==> src/rtl/icm_pkg.sv <==
package icm_pkg;

    // Field layout inside one channel's 16-bit slice
    localparam int unsigned EV_DESC_BIT  = 0;
    localparam int unsigned EV_CHAIN_BIT = 1;
    localparam int unsigned EV_STOP_BIT  = 2;
    localparam int unsigned ERR_LO_BIT   = 4;
    localparam int unsigned ERR_HI_BIT   = 9;
    localparam int unsigned DEC_ERR_BIT  = 5;

    // Register word addresses
    localparam logic [1:0] ADDR_CAUSE = 2'd0;
    localparam logic [1:0] ADDR_MASK  = 2'd1;

    typedef enum logic [1:0] {
        RSEL_NONE  = 2'd0,
        RSEL_CAUSE = 2'd1,
        RSEL_MASK  = 2'd2
    } rsel_e;

    typedef struct packed {
        logic  wr_cause;
        logic  wr_mask;
        logic  rd;
        rsel_e rsel;
    } bus_cmd_t;

    // Error bits excluding the decode error, as a 32-bit pattern
    function automatic logic [31:0] other_err_pattern();
        logic [31:0] m;
        m = '0;
        for (int i = ERR_LO_BIT; i <= ERR_HI_BIT; i++) begin
            if (i != DEC_ERR_BIT) m[i] = 1'b1;
        end
        return m;
    endfunction

endpackage

==> src/rtl/icm_bus_decode.sv <==
module icm_bus_decode
    import icm_pkg::*;
(
    input  logic       wr_en_i,
    input  logic       rd_en_i,
    input  logic [1:0] addr_i,
    output bus_cmd_t   cmd_o
);
    always_comb begin
        cmd_o          = '0;
        cmd_o.rd       = rd_en_i;
        cmd_o.wr_cause = wr_en_i && (addr_i == ADDR_CAUSE);
        cmd_o.wr_mask  = wr_en_i && (addr_i == ADDR_MASK);
        unique case (addr_i)
            ADDR_CAUSE: cmd_o.rsel = RSEL_CAUSE;
            ADDR_MASK:  cmd_o.rsel = RSEL_MASK;
            default:    cmd_o.rsel = RSEL_NONE;
        endcase
    end
endmodule

==> src/rtl/icm_field.sv <==
module icm_field
    import icm_pkg::*;
#(
    parameter int unsigned FIELD_W = 16
) (
    input  logic               clk,
    input  logic               rst,
    input  logic               wr_cause_i,
    input  logic               wr_mask_i,
    input  logic [FIELD_W-1:0] wdata_i,
    input  logic [FIELD_W-1:0] evt_i,
    output logic [FIELD_W-1:0] cause_o,
    output logic [FIELD_W-1:0] mask_o,
    output logic               irq_o,
    output logic               dec_err_o,
    output logic               err_o
);
    localparam logic [31:0]        OTHER_ERR_W = other_err_pattern();
    localparam logic [FIELD_W-1:0] OTHER_ERR   = OTHER_ERR_W[FIELD_W-1:0];

    logic [FIELD_W-1:0] cause_q, cause_d;
    logic [FIELD_W-1:0] mask_q;
    logic               irq_q;

    // Clear-on-zero write, then merge events so an event outranks a clear
    always_comb begin
        cause_d = cause_q;
        if (wr_cause_i) cause_d = cause_q & wdata_i;
        cause_d = cause_d | evt_i;
    end

    always_ff @(posedge clk) begin
        if (rst) begin
            cause_q <= '0;
            mask_q  <= '0;
            irq_q   <= 1'b0;
        end else begin
            cause_q <= cause_d;
            if (wr_mask_i) mask_q <= wdata_i;
            irq_q   <= |(cause_q & mask_q);
        end
    end

    assign cause_o   = cause_q;
    assign mask_o    = mask_q;
    assign irq_o     = irq_q;
    assign dec_err_o = cause_q[DEC_ERR_BIT];
    assign err_o     = |(cause_q & OTHER_ERR);
endmodule

==> src/rtl/icm_read_mux.sv <==
module icm_read_mux
    import icm_pkg::*;
#(
    parameter int unsigned DATA_W = 32
) (
    input  logic              clk,
    input  logic              rst,
    input  bus_cmd_t          cmd_i,
    input  logic [DATA_W-1:0] cause_i,
    input  logic [DATA_W-1:0] mask_i,
    output logic [DATA_W-1:0] rdata_o
);
    logic [DATA_W-1:0] sel_d;
    logic [DATA_W-1:0] rdata_q;

    always_comb begin
        unique case (cmd_i.rsel)
            RSEL_CAUSE: sel_d = cause_i;
            RSEL_MASK:  sel_d = mask_i;
            default:    sel_d = '0;
        endcase
    end

    always_ff @(posedge clk) begin
        if (rst)           rdata_q <= '0;
        else if (cmd_i.rd) rdata_q <= sel_d;
    end

    assign rdata_o = rdata_q;
endmodule

==> src/rtl/dual_irq_cause.sv <==
module dual_irq_cause
    import icm_pkg::*;
#(
    parameter int unsigned NUM_CH  = 2,
    parameter int unsigned FIELD_W = 16
) (
    input  logic                        clk,
    input  logic                        rst,
    input  logic                        wr_en_i,
    input  logic                        rd_en_i,
    input  logic [1:0]                  addr_i,
    input  logic [NUM_CH*FIELD_W-1:0]   wdata_i,
    output logic [NUM_CH*FIELD_W-1:0]   rdata_o,
    input  logic [NUM_CH*FIELD_W-1:0]   evt_i,
    output logic [NUM_CH-1:0]           irq_o,
    output logic [NUM_CH-1:0]           dec_err_o,
    output logic [NUM_CH-1:0]           err_o
);
    localparam int unsigned DATA_W = NUM_CH * FIELD_W;

    bus_cmd_t          cmd;
    logic [DATA_W-1:0] cause_w;
    logic [DATA_W-1:0] mask_w;

    icm_bus_decode u_dec (
        .wr_en_i (wr_en_i),
        .rd_en_i (rd_en_i),
        .addr_i  (addr_i),
        .cmd_o   (cmd)
    );

    for (genvar c = 0; c < NUM_CH; c++) begin : g_ch
        icm_field #(.FIELD_W(FIELD_W)) u_field (
            .clk        (clk),
            .rst        (rst),
            .wr_cause_i (cmd.wr_cause),
            .wr_mask_i  (cmd.wr_mask),
            .wdata_i    (wdata_i[c*FIELD_W +: FIELD_W]),
            .evt_i      (evt_i[c*FIELD_W +: FIELD_W]),
            .cause_o    (cause_w[c*FIELD_W +: FIELD_W]),
            .mask_o     (mask_w[c*FIELD_W +: FIELD_W]),
            .irq_o      (irq_o[c]),
            .dec_err_o  (dec_err_o[c]),
            .err_o      (err_o[c])
        );
    end

    icm_read_mux #(.DATA_W(DATA_W)) u_rd (
        .clk     (clk),
        .rst     (rst),
        .cmd_i   (cmd),
        .cause_i (cause_w),
        .mask_i  (mask_w),
        .rdata_o (rdata_o)
    );
endmodule

==> config.mk <==
export PLATFORM = sky130hd
export DESIGN_NAME = dual_irq_cause
export DESIGN_NICKNAME = d
export VERILOG_FILES = /design/src/rtl/icm_pkg.sv /design/src/rtl/icm_bus_decode.sv /design/src/rtl/icm_field.sv /design/src/rtl/icm_read_mux.sv /design/src/rtl/dual_irq_cause.sv
export SDC_FILE = /design/constraint.sdc
export NUM_CORES = 1
export LEC_CHECK = 0
export BUFFER_PORTS_ARGS = -buffer_cell sky130_fd_sc_hd__clkbuf_2
export CAP_MARGIN = 20
export CORE_MARGIN = 10
export CORE_UTILIZATION = 45
export DETAILED_ROUTE_END_ITERATION = 10
export PLACE_DENSITY = 0.7
export SYNTH_ARGS = -nofsm -noshare
export SYNTH_HDL_FRONTEND = slang
export SYNTH_SLANG_ARGS = --single-unit
==> constraint.sdc <==
create_clock -name clk -period 1.2 [get_ports clk]
set_clock_uncertainty 0.05 [all_clocks]
set_input_delay 0.06 -clock clk [delete_from_list [all_inputs] [get_ports clk]]
set_output_delay 0.06 -clock clk [all_outputs]
set_load 0.05 [all_outputs]
==> flow_summary.json, run 1 <==
{
  "status": "complete, but fails checks",
  "violations": "setup timing",
  "antenna_found_initial": 0,
  "slew_viol_final": 0,
  "maxCapViolCount": 0,
  "port_buffers": 107,
  "fin_nets": 729,
  "syn-cell-area_um2": 4180,
  "rr_worst_depth": 5,
  "grt_max_degree": 51,
  "place_inst": 689,
  "clk_pin_slew_worst_paths_ns": 0.10,
  "p_leak_nw": 2.59,
  "core_area_um2": 9150,
  "final.setup.worst_slack_ns": -0.0915,
  "placed_area_um2": 4910,
  "worstPathMaxFanout": 3,
  "drc_errors": 0,
  "grt_overflow_total": 0,
  "nFillCells": 716,
  "post_drt_wl_per_cell_um": 17.3,
  "critical_path_required_ns": 1.09,
  "final_cells": 775,
  "clockBufferDepth": 2,
  "yosys.area.top_type_share_pct": 46.9,
  "synth_nets": 556,
  "post-route-period-util_pct": 108,
  "endpoint": "err_o[1]",
  "synth_top_cell_by_area": "dfxtp_1",
  "start_util_pct": 45.7,
  "slowest_stage": "dfxtp_4",
  "ys_ff_latch": 98,
  "synth-seq-area-share_pct": 46.9,
  "yosys_warnings": 0,
  "slew_headroom_pct": 79.2,
  "drt-total-wl_um": 13400,
  "pin_count": 108,
  "detail-route-antenna-nets": 0,
  "firstDrtPassIters": 5,
  "cts_root_buffer": "clkbuf_8",
  "drt-initial-drc-count": 309,
  "grt_pass1_wl_um": 21100,
  "fin_area_um2": 5930,
  "path_class": "reg2out",
  "setup_violations": 3,
  "hold_path_class": "in2reg",
  "startpoint": "g_ch[1].u_field.cause_o[7]",
  "area_growth_pct": 41.7,
  "final_util_pct": 64.8,
  "die_y_um": 116,
  "grt_pass1_vias": 4196,
  "rsz0062_at_grt": "true",
  "period_needed_ns": 1.29,
  "crit_family": "flip-flops",
  "die_area_um2": 13600,
  "end_kind": "output port",
  "power_density_nw_per_um2": 1190,
  "crit_buf_inv": 1,
  "cts_tree": "done",
  "cp-start-kind": "register",
  "r2r_end": "g_ch[1].u_field.irq_o",
  "syn_area_per_cell_um2": 8.61,
  "vdd_drop_max_uv": 792,
  "dp_hpwl_um": 8710,
  "holdPathStages": 5,
  "hold_slack_ns": 0.203,
  "critPathMaxStageDelay_ns": 0.36,
  "core.rowCount": 35,
  "clkLatencyLatePin_ns": 0.35,
  "die_x_um": 116,
  "cts_buffers": 9,
  "cts_sinks": 98,
  "r2r-start": "g_ch[1].u_field.cause_o[8]",
  "fmax_mhz": 774,
  "ys_top_cells_by_area": "dfxtp_1 47%, a21oi_1 11%, mux2_2 8.6%",
  "ys_types": 22,
  "grt.total_usage_pct": 19.6,
  "cts_max_level": 3,
  "tns_ns": -0.195,
  "finalHoldViolations": 0,
  "tightest_slew_ns": 0.312,
  "via_count": 4024,
  "critPathArrivalTime_ns": 1.18,
  "path_cells": "nor3_2, nand2_1, buf_8",
  "drive_gt1_share_pct": 34.7,
  "cp_num_cells": 3,
  "regToRegSetupSlack_ns": -0.06,
  "routabilityCongestion": 0.842,
  "syn_inst": 486,
  "via_per_inst": 5.19
}
## through the flow
step	setup WS [ns]	power, mW
after global placement	0.0269	4.51
after floorplan	0.0866	4.16
after CTS	-0.0657	7.04
after detailed placement	-0.00125	4.53
final	-0.0915	7.06
after global routing	-0.117	7.32
## layout make-up
cell class | instances | area (µm²) | area share [%]
Tap cell | 111 | 139 | 2.34
Multi-Input combinational cell | 318 | 1950 | 32.9
Clock buffer | 10 | 128 | 2.15
Sequential cell | 98 | 1980 | 33.4
Clock inverter | 5 | 86.3 | 1.46
Antenna cell | 1 | 2.50 | 0.0422
Timing Repair Buffer | 200 | 1520 | 25.7
Inverter | 32 | 120 | 2.03
## worst reg2reg max path, stage by stage, from the launching register on
cell and delay, ns:
dfxtp_2 0.34, buf_6 0.11, a22o_1 0.19, a221oi_2 0.19, and3_1 0.18, a31oi_1 0.08
## synth_stat cells
| master | count |
|---|---|
| a21oi_1 | 96 |
| a221oi_1 | 6 |
| a22o_1 | 6 |
| a22oi_1 | 4 |
| a31oi_1 | 2 |
| and3_1 | 2 |
| and3b_1 | 1 |
| buf_2 | 11 |
| buf_4 | 6 |
| buf_6 | 4 |
| clkbuf_1 | 17 |
| dfxtp_1 | 98 |
| inv_1 | 32 |
| mux2_2 | 32 |
| nand2_1 | 66 |
| nand3b_1 | 1 |
| nor2_1 | 34 |
| nor2b_1 | 33 |
| nor3_1 | 2 |
| o21ai_0 | 2 |
| o21ai_2 | 30 |
| or3b_4 | 1 |
## cells in the final DEF, fill, tap and decap left out, types with 4 or more instances in the layout
cell	instances
clkbuf_2	102
a21oi_1	95
dfxtp_1	90
nand2_1	66
dlygate4sd3_1	65
nor2_1	33
nor2b_1	32
inv_1	32
mux2_2	31
o21ai_2	30
buf_4	17
clkbuf_8	9
buf_12	7
a22o_1	6
a221oi_2	5
dfxtp_2	5
a22oi_1	4
buf_6	4
## worst min-delay path by stage
stage / slack (ns) / start / end
after CTS: 0.19 / rd_en_i / u_rd.rdata_o[2]
after global placement: 0.23 / evt_i[6] / g_ch[0].u_field.cause_o[6]
after floorplan: 0.14 / evt_i[0] / g_ch[0].u_field.cause_o[0]
after detailed placement: 0.23 / evt_i[20] / g_ch[1].u_field.cause_o[4]
final: 0.20 / rd_en_i / u_rd.rdata_o[2]
after global routing: 0.23 / rd_en_i / u_rd.rdata_o[7]
## report_power, final
group / total (mW) / leakage (nW) / internal, mW / switching [mW]
clock network: 2.34 / 0.107 / 1.18 / 1.16
registers: 3.53 / 0.806 / 3.40 / 0.133
logic: 1.19 / 1.68 / 0.570 / 0.622
total: 7.06 / 2.59 / 5.15 / 1.91
## cells by family (layout without fill, tap and decap cells)
group | count (synthesis) | after routing | synth area share [%]
AOI/OAI and AO/OA | 146 | 146 | 21.5
muxes | 32 | 32 | 8.61
DFF | 98 | 98 | 46.9
buffers and inverters | 70 | 247 | 7.86
and+or+nand+nor | 140 | 140 | 15.1
other | 0 | 1 | 0
## registers in the layout, summed over array words and instances, names as in the netlist
signal,count
g_ch.u_field.cause_o,32
g_ch.u_field.mask_o,32
u_rd.rdata_o,32
g_ch.u_field.irq_o,2
## timing repair
action | 4_1_cts | 5_1_grt
pin swaps | 6 | 7
hold buffers | 65 | 0
buffers inserted | 2 | 4
hold endpoints to repair | 65 | 0
setup endpoints to repair | 5 | 6
gates resized for setup | 21 | 14
## metal layers
layer / wire, µm / share of wire [%] / global-route usage [%] / vias up
met5: 0 / 0 / 0 / -
met4: 422 / 3.1 / 9.17 / 0
met3: 866 / 6.5 / 3.90 / 36
met2: 6410 / 48 / 31.9 / 152
met1: 5720 / 43 / 24.4 / 1868
li1: - / - / - / 1968
Note: power is estimated with default switching activity, not from simulation.
==> run 2: changes to the inputs <==
--- a/config.mk
+++ b/config.mk
@@ -5,12 +5,14 @@
 export SDC_FILE = /design/constraint.sdc
 export NUM_CORES = 1
 export LEC_CHECK = 0
+export ABC_AREA = 1
 export BUFFER_PORTS_ARGS = -buffer_cell sky130_fd_sc_hd__clkbuf_2
 export CAP_MARGIN = 20
 export CORE_MARGIN = 10
 export CORE_UTILIZATION = 45
 export DETAILED_ROUTE_END_ITERATION = 10
-export PLACE_DENSITY = 0.7
+export PLACE_DENSITY = 0.69
+export SETUP_SLACK_MARGIN = 0.05
 export SYNTH_ARGS = -nofsm -noshare
 export SYNTH_HDL_FRONTEND = slang
 export SYNTH_SLANG_ARGS = --single-unit
==> flow_summary.json, run 2 <==
{
  "yosys-top-cells-count": "156 x nand2_1, 98 x dfxtp_1, 78 x nor2_1, 64 x inv_1",
  "rr_worst_depth": 7,
  "maxCapViolCount": 0,
  "start_util_pct": 46.0,
  "power_density_nw_per_um2": 1210,
  "vdd_drop_max_uv": 732,
  "p_leak_nw": 2.92,
  "drive_gt1_share_pct": 22.9,
  "drt-initial-drc-count": 268,
  "post-route-period-util_pct": 107,
  "ys_ff_latch": 98,
  "port_buffers": 107,
  "synth_most_common_cell": "nand2_1",
  "die_y_um": 119,
  "core_area_um2": 9680,
  "final_util_pct": 61.3,
  "slew_headroom_pct": 79.3,
  "critPathMaxStageDelay_ns": 0.34,
  "setup_violations": 2,
  "grt_overflow_total": 0,
  "post_drt_wl_per_cell_um": 13.6,
  "via_count": 4406,
  "tightest_slew_ns": 0.311,
  "yosys_warnings": 0,
  "area_growth_pct": 33.4,
  "cts_tree": "done",
  "ys_types": 19,
  "placed_area_um2": 5010,
  "net-switching-power_mw": 2.07,
  "holdPathStages": 5,
  "hold_path_class": "in2reg",
  "die_x_um": 119,
  "status": "complete, but fails checks",
  "grt_max_degree": 65,
  "synth_enable_flop_cells": 0,
  "antenna_found_initial": 0,
  "p_sw_share_pct": 28.8,
  "min_from": "rd_en_i",
  "cts_root_buffer": "clkbuf_8",
  "diodes": 0,
  "grt_pass1_vias": 4513,
  "clkLatencyLatePin_ns": 0.36,
  "regToRegSetupSlack_ns": 0.17,
  "critical_path_required_ns": 1.09,
  "cts_sinks": 98,
  "cts_max_level": 3,
  "fin_nets": 861,
  "hold_end": "u_rd.rdata_o[12]",
  "clk_pin_slew_worst_paths_ns": 0.10,
  "dp_hpwl_um": 8340,
  "synth_top_cell_by_area": "dfxtp_1",
  "clockBufferDepth": 2,
  "cp-start-kind": "register",
  "drt-total-wl_um": 12700,
  "final.setup.worst_slack_ns": -0.0858,
  "core.rowCount": 36,
  "detail-route-antenna-nets": 0,
  "via_per_inst": 4.74,
  "synth_nets": 703,
  "internal_power_mw": 5.10,
  "path_class": "reg2out",
  "p_comb_share_pct": 18.8,
  "grt.total_usage_pct": 18.0,
  "finalHoldViolations": 0,
  "hold_slack_ns": 0.164,
  "fin_area_um2": 5940,
  "yosys.area.top_type_share_pct": 44.1,
  "drc_errors": 0,
  "r2r_end": "g_ch[0].u_field.irq_o",
  "syn-cell-area_um2": 4450,
  "path_cells": "nor3_2, nand2_1, buf_8",
  "p_seq_share_pct": 49.6,
  "synth-main-ff-cell": "dfxtp_1",
  "critPathArrivalTime_ns": 1.18,
  "die_area_um2": 14300,
  "syn_inst": 633,
  "cts_buffers": 9,
  "end_kind": "output port",
  "place_ws_ns": 0.132,
  "slew_viol_final": 0,
  "pwr-share-clk_pct": 31.6,
  "syn_area_per_cell_um2": 7.03,
  "period_needed_ns": 1.29,
  "routabilityCongestion": 0.790,
  "worstPathMaxFanout": 2,
  "r2r-start": "g_ch[0].u_field.cause_o[6]",
  "slowest_stage": "dfxtp_2",
  "rsz0062_at_grt": "true",
  "synth-seq-area-share_pct": 44.1,
  "ys_top_cells_by_area": "dfxtp_1 44%, nand2_1 13%, a21oi_1 7.0%",
  "final_cell_mix": "156 x nand2_1, 96 x clkbuf_2, 95 x dfxtp_1",
  "final_common_cell": "nand2_1",
  "violations": "setup timing",
  "async_flop_share_pct": 0,
  "pin_count": 108,
  "firstDrtPassIters": 4,
  "fmax_mhz": 778,
  "grt_pass1_wl_um": 21500
}
==> run 2: cell types whose count changed in the layout (fill, tap and decap cells not counted), sizes merged, moves of 3 or more <==
cell	delta
nor2b	-33
a22o	-6
nand3	+64
inv	+31
a21oi	-32
nor2	+46
buf	-4
mux2	-32
nand2	+118
a221oi	-6
clkbuf	-3
a22oi	-4
==> run 2: metal layers <==
metal | wire length [µm] | up-vias | GRT usage, %
li1 | - | 2284 | -
met1 | 5480 | 1972 | 21.5
met2 | 6260 | 124 | 30.3
met3 | 663 | 26 | 3.92
met4 | 273 | 0 | 7.92
met5 | 0 | - | 0
==> run 2: cell type report <==
class	count	area (µm²)
clock inverter	4	48.8
timing repair buffer	191	1440
fill	865	3740
multi-input combinational	426	1910
tap	133	166
inverter	65	244
sequential	98	1970
clock buffer	12	165
==> run 2: how the worst max path moves through the flow <==
stage,endpoint,start
after floorplan,u_rd.rdata_o[11],u_rd.rdata_o[11]
after global placement,g_ch[1].u_field.mask_o[15],addr_i[0]
after detailed placement,g_ch[1].u_field.cause_o[6],addr_i[0]
after CTS,err_o[0],g_ch[0].u_field.cause_o[7]
after global routing,err_o[1],g_ch[1].u_field.cause_o[7]
final,err_o[1],g_ch[1].u_field.cause_o[7]
==> run 2: kinds of logic after synthesis <==
family / synth area share [%]
simple gates: 31.8
buf+inv: 13.2
flops: 44.1
compound gates: 11.0
==> run 2: worst max-delay path, delay by kind of cell (launching register included) <==
kind | cells | cell delay [ns]
flip-flops | 1 | 0.34
AND/OR/NAND/NOR | 2 | 0.29
buffers and inverters | 1 | 0.17
==> run 2: what timing repair did <==
action	4_1_cts	5_1_grt
buffers inserted	2	1
hold endpoints to repair	65	0
resized for setup	11	11
setup endpoints to repair	4	9
hold buffers	65	0
gates cloned	0	0
pin swaps	1	3
==> run 2: through the flow <==
stage / instances / TNS [ns] / total power, mW
after floorplan: 633 / 0 / 4.45
after global placement: 845 / 0 / 4.75
after detailed placement: 845 / 0 / 4.78
after CTS: 928 / -0.131 / 7.20
after global routing: 929 / -0.242 / 7.50
final: 929 / -0.133 / 7.17
==> run 2: power by group through the flow <==
stage                     Combinational [mW]  Sequential, mW  Clock, mW
after floorplan                        0.625            3.82          0
after global placement                  1.13            3.62          0
after detailed placement                1.14            3.63          0
after CTS                               1.34            3.56       2.31
after global routing                    1.47            3.58       2.44
final                                   1.35            3.56       2.26
==> run 3: changes to the inputs <==
--- a/config.mk
+++ b/config.mk
@@ -8,9 +8,10 @@
 export ABC_AREA = 1
 export BUFFER_PORTS_ARGS = -buffer_cell sky130_fd_sc_hd__clkbuf_2
 export CAP_MARGIN = 20
-export CORE_MARGIN = 10
 export CORE_UTILIZATION = 45
+export CTS_CLUSTER_SIZE = 30
 export DETAILED_ROUTE_END_ITERATION = 10
+export GPL_ROUTABILITY_DRIVEN = 1
 export PLACE_DENSITY = 0.69
 export SETUP_SLACK_MARGIN = 0.05
 export SYNTH_ARGS = -nofsm -noshare
==> flow_summary.json, run 3 (synthesized netlist as in run 2, its figures left out) <==
{
  "status": "complete, but fails checks",
  "violations": "setup timing",
  "cts_buffers": 9,
  "hold_end": "g_ch[1].u_field.cause_o[7]",
  "pwr-share-clk_pct": 28.5,
  "post-route-period-util_pct": 103,
  "detail-route-antenna-nets": 0,
  "fmax_mhz": 805,
  "path_class": "reg2out",
  "grt.total_usage_pct": 24.2,
  "core_area_um2": 9420,
  "power_density_nw_per_um2": 1160,
  "diodes": 0,
  "worstPathMaxFanout": 2,
  "nFillCells": 835,
  "fin_nets": 860,
  "rsz0062_at_grt": "true",
  "critPathArrivalTime_ns": 1.13,
  "fin_area_um2": 5880,
  "path_cells": "nor3_2, nand2_1, clkbuf_8",
  "final.setup.worst_slack_ns": -0.0416,
  "place_inst": 840,
  "critical_path_required_ns": 1.09,
  "period_needed_ns": 1.24,
  "net-switching-power_mw": 2.02,
  "slew_headroom_pct": 79.0,
  "cts_root_buffer": "clkbuf_8",
  "p_comb_share_pct": 19.5,
  "clkLatencyLatePin_ns": 0.36,
  "rr_worst_depth": 7,
  "total_power_mw": 6.85,
  "p_leak_nw": 2.89,
  "final_cell_mix": "156 x nand2_1, 100 x clkbuf_2, 94 x dfxtp_1",
  "grt_pass1_wl_um": 19600,
  "start_util_pct": 47.3,
  "grt_max_degree": 65,
  "slowest_stage": "dfxtp_2",
  "post_drt_wl_per_cell_um": 12.6,
  "hold_path_class": "in2reg",
  "drt-total-wl_um": 11700,
  "via_per_inst": 4.88,
  "clk_pin_slew_worst_paths_ns": 0.09,
  "drt-initial-drc-count": 192,
  "regToRegSetupSlack_ns": 0.13,
  "setup_violations": 2,
  "firstDrtPassIters": 4,
  "tightest_slew_ns": 0.315,
  "internal_power_mw": 4.82,
  "cp_num_cells": 3,
  "antenna_found_initial": 0,
  "final_common_cell": "nand2_1",
  "drc_errors": 0,
  "slew_viol_final": 0,
  "cts_tree": "done",
  "clockBufferDepth": 2,
  "placed_area_um2": 5000,
  "cts_max_level": 3,
  "cp-start-kind": "register",
  "p_sw_share_pct": 29.6,
  "crit_family": "flip-flops",
  "critPathMaxStageDelay_ns": 0.34,
  "final_cells": 923,
  "end_kind": "output port",
  "holdPathStages": 3,
  "die_y_um": 101,
  "vdd_drop_max_uv": 667,
  "crit_buf_inv": 1,
  "port_buffers": 107,
  "drive_gt1_share_pct": 22.8,
  "cts_sinks": 98,
  "routabilityCongestion": 0.831,
  "grt_pass1_vias": 4353,
  "area_growth_pct": 32.2,
  "via_count": 4500,
  "r2r-start": "g_ch[0].u_field.cause_o[6]",
  "maxCapViolCount": 0,
  "core.rowCount": 35,
  "finalHoldViolations": 0,
  "dp_hpwl_um": 7380,
  "die_area_um2": 10300,
  "r2r_end": "g_ch[0].u_field.irq_o",
  "pin_count": 108,
  "p_seq_share_pct": 52.0,
  "die_x_um": 101,
  "hold_slack_ns": 0.0498,
  "grt_overflow_total": 0,
  "min_from": "rst"
}
run 3: metal layers:
metal | vias to the layer above | share of wire [%] | track usage, % | routed length, µm
met3 | 32 | 4.4 | 4.55 | 510
li1 | 2275 | - | - | -
met5 | - | 0 | 0 | 0
met4 | 0 | 2.9 | 9.81 | 335
met2 | 145 | 47 | 41.2 | 5510
met1 | 2048 | 46 | 30.2 | 5320
run 3: worst register-to-register path: stages (launching register included):
cell     delay, ns
dfxtp_2       0.34
buf_4         0.14
nand2_1       0.06
nand2_1       0.05
nor2_1        0.07
nand2_1       0.07
nor2_2        0.12
nor2_1        0.06
run 3: metrics by stage:
stage	worst slack [ns]	util [%]	TNS (ns)
3_3_place_gp	0.195	53.1	0
3_5_place_dp	0.135	53.1	0
4_1_cts	-0.0469	62.4	-0.0853
6_report	-0.0416	62.5	-0.0792
2_1_floorplan	0.218	-	0
5_1_grt	-0.123	62.5	-0.208
run 3: final cells by class:
| class | count | area [µm²] | share of cell area (%) |
|---|---|---|---|
| Multi-Input combinational cell | 426 | 1920 | 32.6 |
| Clock inverter | 2 | 12.5 | 0.213 |
| Clock buffer | 13 | 159 | 2.70 |
| Inverter | 65 | 244 | 4.15 |
| Sequential cell | 98 | 1970 | 33.4 |
| Timing Repair Buffer | 190 | 1420 | 24.2 |
| Tap cell | 129 | 161 | 2.74 |
run 3: worst max path at each step:
stage,from,slack (ns),to
final,g_ch[0].u_field.cause_o[7],-0.04,err_o[0]
after global routing,g_ch[0].u_field.cause_o[7],-0.12,err_o[0]
after CTS,g_ch[1].u_field.cause_o[6],-0.05,err_o[1]
after detailed placement,addr_i[0],0.13,g_ch[0].u_field.mask_o[9]
after global placement,addr_i[0],0.19,u_rd.rdata_o[1]
after floorplan,u_rd.rdata_o[11],0.22,u_rd.rdata_o[11]
run 3: power by group through the flow:
stage	logic, mW	clock network, mW	registers (mW)
CTS	1.32	2.00	3.56
global route	1.47	2.12	3.59
global placement	1.11	0	3.63
detailed placement	1.13	0	3.63
floorplan	0.625	0	3.82
finish	1.34	1.95	3.56
run 3: repair_timing:
action                                 in CTS  in global routing
gates cloned                                0                  0
setup endpoints to repair                   5                  6
setup buffers                               4                  0
hold buffers                               64                  0
endpoints found under the hold margin      64                  0
resized for setup                          13                  5
pin swaps                                   2                  1
